`config.mk`:
```
export PLATFORM = sky130hd
export DESIGN_NAME = pp_rev_rx
export DESIGN_NICKNAME = d
export VERILOG_FILES = /design/src/rtl/pp_rx_pkg.sv /design/src/rtl/pp_sync.sv /design/src/rtl/pp_link_fsm.sv /design/src/rtl/pp_nib_pack.sv /design/src/rtl/pp_rev_rx.sv
export SDC_FILE = /design/constraint.sdc
export NUM_CORES = 1
export LEC_CHECK = 0
export ABC_AREA = 1
export BUFFER_PORTS_ARGS = -buffer_cell sky130_fd_sc_hd__buf_2
export CELL_PAD_IN_SITES_DETAIL_PLACEMENT = 0
export CELL_PAD_IN_SITES_GLOBAL_PLACEMENT = 1
export CORE_MARGIN = 4
export CORE_UTILIZATION = 43
export DETAILED_ROUTE_END_ITERATION = 12
export PLACE_DENSITY_LB_ADDON = 0.3
export SLEW_MARGIN = 25
export SYNTH_ARGS = -nofsm -noshare
export SYNTH_HDL_FRONTEND = slang
export SYNTH_SLANG_ARGS = --single-unit
```
`constraint.sdc`:
```
create_clock -name clk -period 1.7 [get_ports clk]
set_input_delay 0.085 -clock clk [delete_from_list [all_inputs] [get_ports clk]]
set_output_delay 0.085 -clock clk [all_outputs]
set_load 0.01 [all_outputs]
```
`src/rtl/pp_rx_pkg.sv`:
```
package pp_rx_pkg;

  typedef enum logic [2:0] {
    LK_READY  = 3'd0,
    LK_BUSY   = 3'd1,
    LK_STROBE = 3'd2,
    LK_GATE   = 3'd3
  } link_st_t;

  // Joins the second (upper) and first (lower) nibble into one byte.
  function automatic logic [7:0] join_nibbles(input logic [3:0] upper,
                                              input logic [3:0] lower);
    return {upper, lower};
  endfunction

endpackage

```
`src/rtl/pp_sync.sv`:
```
module pp_sync #(
  parameter int W       = 1,
  parameter int STAGES  = 2,
  parameter logic [W-1:0] RST_VAL = '0
) (
  input  logic         clk,
  input  logic         rst_n,
  input  logic [W-1:0] d_i,
  output logic [W-1:0] q_o
);

  logic [W-1:0] chain_q [STAGES];

  generate
    for (genvar s = 0; s < STAGES; s++) begin : g_stage
      always_ff @(posedge clk or negedge rst_n) begin
        if (!rst_n) begin
          chain_q[s] <= RST_VAL;
        end else if (s == 0) begin
          chain_q[s] <= d_i;
        end else begin
          chain_q[s] <= chain_q[(s == 0) ? 0 : s-1];
        end
      end
    end
  endgenerate

  assign q_o = chain_q[STAGES-1];

endmodule

```
`src/rtl/pp_link_fsm.sv`:
```
module pp_link_fsm
  import pp_rx_pkg::*;
#(
  parameter int STB_CYC = 4
) (
  input  logic clk,
  input  logic rst_n,
  input  logic ack_n_s,
  input  logic mode_byte,
  input  logic out_valid,
  output logic cap_evt,
  output logic autofd_n_o,
  output logic strobe_n_o
);

  localparam int CW = (STB_CYC > 1) ? $clog2(STB_CYC) : 1;
  localparam logic [CW-1:0] STB_LAST = CW'(STB_CYC - 1);

  link_st_t    st_q, st_d;
  logic [CW-1:0] stb_cnt_q;
  logic        ack_prev_q;
  logic        ack_fall;
  logic        ack_released;
  logic        byte_phase_q;
  logic        stb_done;

  assign ack_fall     = ack_prev_q & ~ack_n_s;
  assign ack_released = ack_n_s;
  assign cap_evt      = (st_q == LK_READY) && ack_fall;
  assign stb_done     = (stb_cnt_q == STB_LAST);

  always_comb begin
    st_d = st_q;
    unique case (st_q)
      LK_READY:  if (cap_evt) st_d = LK_BUSY;
      LK_BUSY:   if (ack_released) st_d = byte_phase_q ? LK_STROBE : LK_GATE;
      LK_STROBE: if (stb_done) st_d = LK_GATE;
      LK_GATE:   if (!out_valid) st_d = LK_READY;
      default:   st_d = LK_GATE;
    endcase
  end

  always_ff @(posedge clk or negedge rst_n) begin
    if (!rst_n) begin
      st_q         <= LK_READY;
      stb_cnt_q    <= '0;
      ack_prev_q   <= 1'b1;
      byte_phase_q <= 1'b0;
    end else begin
      st_q       <= st_d;
      ack_prev_q <= ack_n_s;
      if (cap_evt) byte_phase_q <= mode_byte;
      if (st_q == LK_STROBE) stb_cnt_q <= stb_cnt_q + 1'b1;
      else                   stb_cnt_q <= '0;
    end
  end

  assign autofd_n_o = (st_q != LK_READY);
  assign strobe_n_o = (st_q != LK_STROBE);


  busy_after_cap_chk: assert property (@(posedge clk) disable iff (!rst_n)
    cap_evt |=> autofd_n_o);


  busy_while_ack_low_chk: assert property (@(posedge clk) disable iff (!rst_n)
    (autofd_n_o && !ack_n_s) |=> autofd_n_o);


  strobe_only_busy_chk: assert property (@(posedge clk) disable iff (!rst_n)
    !strobe_n_o |-> autofd_n_o);

endmodule

```
`src/rtl/pp_nib_pack.sv`:
```
module pp_nib_pack
  import pp_rx_pkg::*;
(
  input  logic       clk,
  input  logic       rst_n,
  input  logic       cap_evt,
  input  logic       mode_byte,
  input  logic [3:0] nib_s,
  input  logic [7:0] dat_s,
  input  logic       ready_i,
  output logic [7:0] byte_o,
  output logic       valid_o,
  output logic       byte_done
);

  logic       upper_next_q;
  logic [3:0] low_nib_q;
  logic [7:0] out_q;
  logic       valid_q;
  logic       accept;

  assign byte_done = cap_evt && (mode_byte || upper_next_q);
  assign accept    = valid_q && ready_i;

  always_ff @(posedge clk or negedge rst_n) begin
    if (!rst_n) begin
      upper_next_q <= 1'b0;
      low_nib_q    <= '0;
      out_q        <= '0;
      valid_q      <= 1'b0;
    end else begin
      if (cap_evt && !mode_byte) begin
        if (!upper_next_q) low_nib_q <= nib_s;
        upper_next_q <= ~upper_next_q;
      end else if (cap_evt) begin
        upper_next_q <= 1'b0;
      end
      if (byte_done) begin
        out_q   <= mode_byte ? dat_s : join_nibbles(nib_s, low_nib_q);
        valid_q <= 1'b1;
      end else if (accept) begin
        valid_q <= 1'b0;
      end
    end
  end

  assign byte_o  = out_q;
  assign valid_o = valid_q;


  no_overflow_chk: assert property (@(posedge clk) disable iff (!rst_n)
    byte_done |-> !valid_q);


  accept_clears_chk: assert property (@(posedge clk) disable iff (!rst_n)
    accept |=> !valid_q);

endmodule

```
`src/rtl/pp_rev_rx.sv`:
```
module pp_rev_rx
  import pp_rx_pkg::*;
#(
  parameter int STB_CYC = 4
) (
  input  logic       clk,
  input  logic       rst_n,
  input  logic       mode_byte_i,
  input  logic       ack_n_i,
  input  logic [3:0] status_i,
  input  logic [7:0] data_i,
  output logic       autofd_n_o,
  output logic       strobe_n_o,
  output logic [7:0] byte_o,
  output logic       byte_valid_o,
  input  logic       byte_ready_i
);

  localparam int SYNC_W = 1 + 4 + 8;

  logic [SYNC_W-1:0] raw_bus, sync_bus;
  logic              ack_n_s;
  logic [3:0]        nib_s;
  logic [7:0]        dat_s;
  logic              cap_evt;
  logic              byte_done;

  assign raw_bus = {ack_n_i, status_i, data_i};
  assign {ack_n_s, nib_s, dat_s} = sync_bus;

  pp_sync #(.W(SYNC_W), .STAGES(2), .RST_VAL({1'b1, 12'h000})) u_sync (
    .clk   (clk),
    .rst_n (rst_n),
    .d_i   (raw_bus),
    .q_o   (sync_bus)
  );

  pp_link_fsm #(.STB_CYC(STB_CYC)) u_link (
    .clk        (clk),
    .rst_n      (rst_n),
    .ack_n_s    (ack_n_s),
    .mode_byte  (mode_byte_i),
    .out_valid  (byte_valid_o),
    .cap_evt    (cap_evt),
    .autofd_n_o (autofd_n_o),
    .strobe_n_o (strobe_n_o)
  );

  pp_nib_pack u_pack (
    .clk       (clk),
    .rst_n     (rst_n),
    .cap_evt   (cap_evt),
    .mode_byte (mode_byte_i),
    .nib_s     (nib_s),
    .dat_s     (dat_s),
    .ready_i   (byte_ready_i),
    .byte_o    (byte_o),
    .valid_o   (byte_valid_o),
    .byte_done (byte_done)
  );


  hold_busy_chk: assert property (@(posedge clk) disable iff (!rst_n)
    (byte_valid_o && !byte_ready_i) |=> (autofd_n_o && byte_valid_o && $stable(byte_o)));

endmodule

```
* Word level (Yosys, flattened, before mapping)
Index checks and enable logic that the tools add are counted.
** Operators by class
- Add/subtract/negate cells :: 1
- Eq/ne operators :: 9
- Muxes and demuxes :: 12
- Bitwise logic cells :: 3
- Reduce and logical (&&, ||, !) cells :: 12
** Operators with widths (number)
- $mux W3 :: 4
- $pmux W3 S4 :: 1
- $mux W8 :: 1
- $eq A3 B2 Y1 const B :: 2
- $mux W1 :: 5
- $logic_and A1 B1 Y1 :: 4
- $ne A2 B1 Y1 const B :: 2
- $ne A2 B2 Y1 const B :: 2
- $reduce_and A4 Y1 :: 1
- $reduce_bool A2 Y1 :: 2
- $eq A3 B1 Y1 const B :: 1
- $logic_not A3 Y1 :: 1
- $ne A3 B2 Y1 const B :: 1
- $reduce_bool A3 Y1 :: 1
- $add A2 B1 Y2 const B :: 1
- $eq A2 B2 Y1 const B :: 1
- $mux W2 :: 1
- $not A1 Y1 :: 2
- $reduce_and A2 Y1 :: 1
- $and A1 B1 Y1 :: 1
- $logic_not A1 Y1 :: 1
- $logic_or A1 B1 Y1 :: 1
** Storage, ports and cells
- Register bits after elaboration :: 47
- Input bits :: 17
- Output and inout port bits :: 11
- Word-level logic and storage cells :: 47

* Longest topological paths before layout
- Word-level depth :: 5
- Gate-level depth with buffers :: 8
- Gate-level depth less buffers :: 8

* Modules after synthesis
A second synthesis with hierarchy kept.
** Second synthesis, totals
- Cells, all modules :: 172
- Area total of the unflattened synthesis :: 1800.5 um2
** By module, submodules not included
- pp_sync :: times used 1, cells an instance 39, area an instance 750.7 um2, sequential area each 653.1 um2
- pp_nib_pack :: times used 1, cells an instance 86, area an instance 665.6 um2, sequential area each 350.3 um2
- pp_link_fsm :: times used 1, cells an instance 47, area an instance 384.1 um2, sequential area each 151.4 um2

* Worst setup path after synthesis
Ideal clock, no wire load.
- Path kind :: register to register
- Start point :: register u_link.st_q[0]
- End point :: register u_pack.out_q[0] (netlist: u_pack.byte_o[0])
- Setup time :: 0.117 ns
- Arrival time :: 1.104 ns
- Data required time :: 1.583 ns
- Path slack :: 0.480 ns
- Cell stages (with the launch flop) :: 8
- Buffers on the path :: 0
- Period minus slack after synthesis :: 1.220 ns
- Cells stage by stage :: dfrtp_1 -> inv_1 -> ha_1 -> nand3_4 -> nor2_8 -> inv_4 -> nand2_1 -> nand2_1
** Between the ends
- Cells in the longest elaborated chain, start to end :: 3
** Ends and longest elaborated chain
- start, declared :: line pp_link_fsm.sv:19 : link_st_t st_q, st_d;
- start signal, assigned :: line pp_link_fsm.sv:50 : st_q <= st_d;
- $logic_not A3 Y1 :: line pp_link_fsm.sv:29 : assign cap_evt = (st_q == LK_READY) && ack_fall;
- $logic_and A1 B1 Y1 :: line pp_link_fsm.sv:29
- $logic_and A1 B1 Y1 :: line pp_nib_pack.sv:22 : assign byte_done = cap_evt && (mode_byte || upper_next_q);
- end signal, assigned :: line pp_nib_pack.sv:39 : out_q <= mode_byte ? dat_s : join_nibbles(nib_s, low_nib_q);
- end, declared :: line pp_nib_pack.sv:18 : logic [7:0] out_q;
No other way between the ends.
A chain may end at the register's enable or synchronous reset.

* Final worst setup path
- Start point :: register u_link.st_q[1]
- End point :: register u_pack.out_q[7] (netlist: u_pack.byte_o[7])
The elaborated chain is that of the path after synthesis.

==> results.cfg <==
[sta]
rsz0062_at_grt = no
relSlewSlack = 0.5234
hold_violations = 0
worst_slew_pin_slew_ns = 0.7149
final_max_slew_viol_count = 0
fin_tns_setup_ns = 0
fmax_mhz = 733.8
finClkSkew_ns = 0.002393
finalCritPeriodShare = 0.8017
setup_viol = 0
post-route-min-period_ns = 1.363

[routing]
vias = 1075
viasPerCell = 4.370
ant_nets = 0
routed_wl_um = 2724
drtPass1Iterations = 4
drc = 0
first_iter_violations = 48
wl_per_cell_um = 11.07

[placed_design]
dp.cells = 223
portBuffers = 27
gp_congestion = 0.9467
dpl_cell_area_mm2 = 0.001878
hpwl_um = 1944

[grt]
grt_pass1_vias = 1171
grtUsageTotal = 0.1281
grt_pass1_wl_um = 4988
grt_overflow = 0
grt_max_degree = 35
antenna_found_initial = 0

[power_and_ir_drop]
p_sw_uw = 935.6
p_sw_frac = 0.3096
seq_power_share = 0.484
internal_power_uw = 2086
p_clk_frac = 0.257
p_per_area_mw_per_mm2 = 1413
ir_worst_vdd_mv = 0.6494
leakagePower_uw = 0.001133
comb_power_share = 0.259

[floorplan]
dieArea_mm2 = 0.004998
ios = 28
core_mm2 = 0.003744
die_x_um = 70.70
start_util = 0.4515
rows = 22
die_y_um = 70.70

[final_layout]
finalNonFillerCells = 246
antenna_cells = 0
drive_above_1_share = 0.2475
fill_cells = 333
nNetsFinal = 219
syn_to_final_growth_pct = 26.50
fin_area_mm2 = 0.002138

[synth]
syn_area_per_cell_um2 = 11.42
syn_area_mm2 = 0.001690
synth_seq_cells = 46
synthCells = 148
syn_nets = 170
synth_seq_area_share = 0.6832
ys_types = 15
yosysWarnings = 0

[clock_network]
root_buffer = clkbuf_8
cts.reportedPaths.clkPinSlew_ns = 0.08
ctsLongestPathBuffers = 2
cts_tree = built
htreeDepth = 2
cts_sinks = 46
post-cts-setup-buffers = 0
numCtsBuffers = 5
clock_latency_ns = 0.29

[setup_path]
required_ns = 1.89
crit_slowest_cell = dfrtp_1
cp_max_fo = 9
endpoint = u_pack.byte_o[7]
crit_path_start = u_link.st_q[1]
r2r_end = u_pack.byte_o[7]
cp_top_family = flip-flops
cp.depth = 7
arrival_ns = 1.55
reg2reg_depth = 7
r2r-start = u_link.st_q[1]
crit_type = flop to flop
r2r_slack_ns = 0.34
cp_common_cell = nand2_1
setup.worst_path.end_class = flop
path_buf_inv = 2
path_cells = inv_1 > ha_1 > nand3_4 > nor2_8 > inv_4 > nand2_1 > nand2_1
max_stage_delay_ns = 0.43
critPathLaunchType = flop

[worst_hold_path]
hold_path.class = input pin to flop

[job]
drv_cap = 0

[status]
status = completed
## cells in the final DEF, fill, tap and decap left out
cell type      count
nand2_1           50
dfrtp_1           43
buf_2             27
inv_1             17
dlygate4sd3_1     15
o21ai_0           10
ha_1               5
clkbuf_8           5
nor2_1             4
nand3_1            4
o21ai_2            4
dfstp_2            3
nor2_8             2
buf_4              2
nand3_4            1
inv_4              1
inv_2              1
nand2_4            1
clkbuf_1           1
bufinv_16          1
clkinvlp_4         1
## synthesized netlist by cell type, drive strengths merged
| master | number | area (um^2) |
|---|---|---|
| buf | 2 | 22.52 |
| nor2 | 6 | 55.05 |
| dfrtp | 43 | 1076 |
| nand2 | 51 | 198.9 |
| dfstp | 3 | 78.83 |
| ha | 5 | 62.56 |
| o21ai | 14 | 85.08 |
| inv | 19 | 73.82 |
| nand3 | 5 | 37.54 |
## repair_timing
item,in CTS,in global routing
endpoints found under the hold margin,43,0
gates resized for setup,0,0
hold buffers,15,0
## area by class of cell
cell class / instances / area [um^2] / area share
Multi-Input combinational cell: 81 / 439.2 / 0.2054
Inverter: 19 / 73.82 / 0.03452
Clock buffer: 6 / 72.57 / 0.03394
Sequential cell: 46 / 1155 / 0.5401
Clock inverter: 2 / 37.54 / 0.01755
Timing Repair Buffer: 44 / 300.3 / 0.1404
Tap cell: 48 / 60.06 / 0.02809
## power groups by stage
stage,registers (uW),clock network [uW],logic [uW]
2_1_floorplan,1500,0,476
3_3_place_gp,1470,0,742
3_5_place_dp,1490,0,761
4_1_cts,1470,804,795
5_1_grt,1500,848,904
6_report,1460,777,783
## layer usage
metal,GRT usage,up-vias,share of wire
met5,0,-,0
li1,-,544,-
met2,0.1998,31,0.46
met4,0.06472,0,0.025
met1,0.1566,490,0.45
met3,0.04688,10,0.065
## registers in the layout, indices dropped and copies added, names as in the netlist
name and flops:
u_link.ack_prev_q 1, u_link.byte_phase_q 1, u_link.st_q 2, u_link.stb_cnt_q 2
u_pack.byte_o 8, u_pack.low_nib_q 4, u_pack.upper_next_q 1, u_pack.valid_o 1
u_sync.chain_q 13, u_sync.q_o 13
## logic make-up (layout without fill, tap and decap cells)
kind of cell	Yosys count	count (layout)	share of synthesized area
compound gates	14	14	0.05033
buf+inv	21	71	0.05699
fa+ha+maj	5	5	0.03701
flops	46	46	0.6832
simple gates	62	62	0.1725
## worst min-delay path, delay by kind of cell
kind	cells	cell delay (ns)
AOI/OAI and AO/OA	1	0.08
buffers and inverters	1	0.21
and+or+nand+nor	1	0.12
## per-stage QoR
stage	hold WS [ns]	setup slack [ns]	total power, uW	utilization
floorplan	-0.2106	0.4795	1977	-
global placement	0.1676	0.4058	2209	0.5017
detailed placement	0.1743	0.3343	2251	0.5017
CTS	0.2458	0.3348	3067	0.5712
global route	0.2944	0.2153	3251	0.5712
finish	0.2499	0.3372	3022	0.5712
## worst min-delay path by stage
stage / startpoint / to / slack [ns] / depth (start not counted)
6_report: mode_byte_i / u_link.byte_phase_q / 0.25 / 3
5_1_grt: mode_byte_i / u_link.byte_phase_q / 0.29 / 3
4_1_cts: mode_byte_i / u_link.byte_phase_q / 0.25 / 3
3_5_place_dp: rst_n / u_sync.chain_q[18] / 0.17 / 1
3_3_place_gp: rst_n / u_link.stb_cnt_q[1] / 0.17 / 1
2_1_floorplan: rst_n / u_link.byte_phase_q / -0.21 / 0
Note: power is estimated with default switching activity, not from simulation.
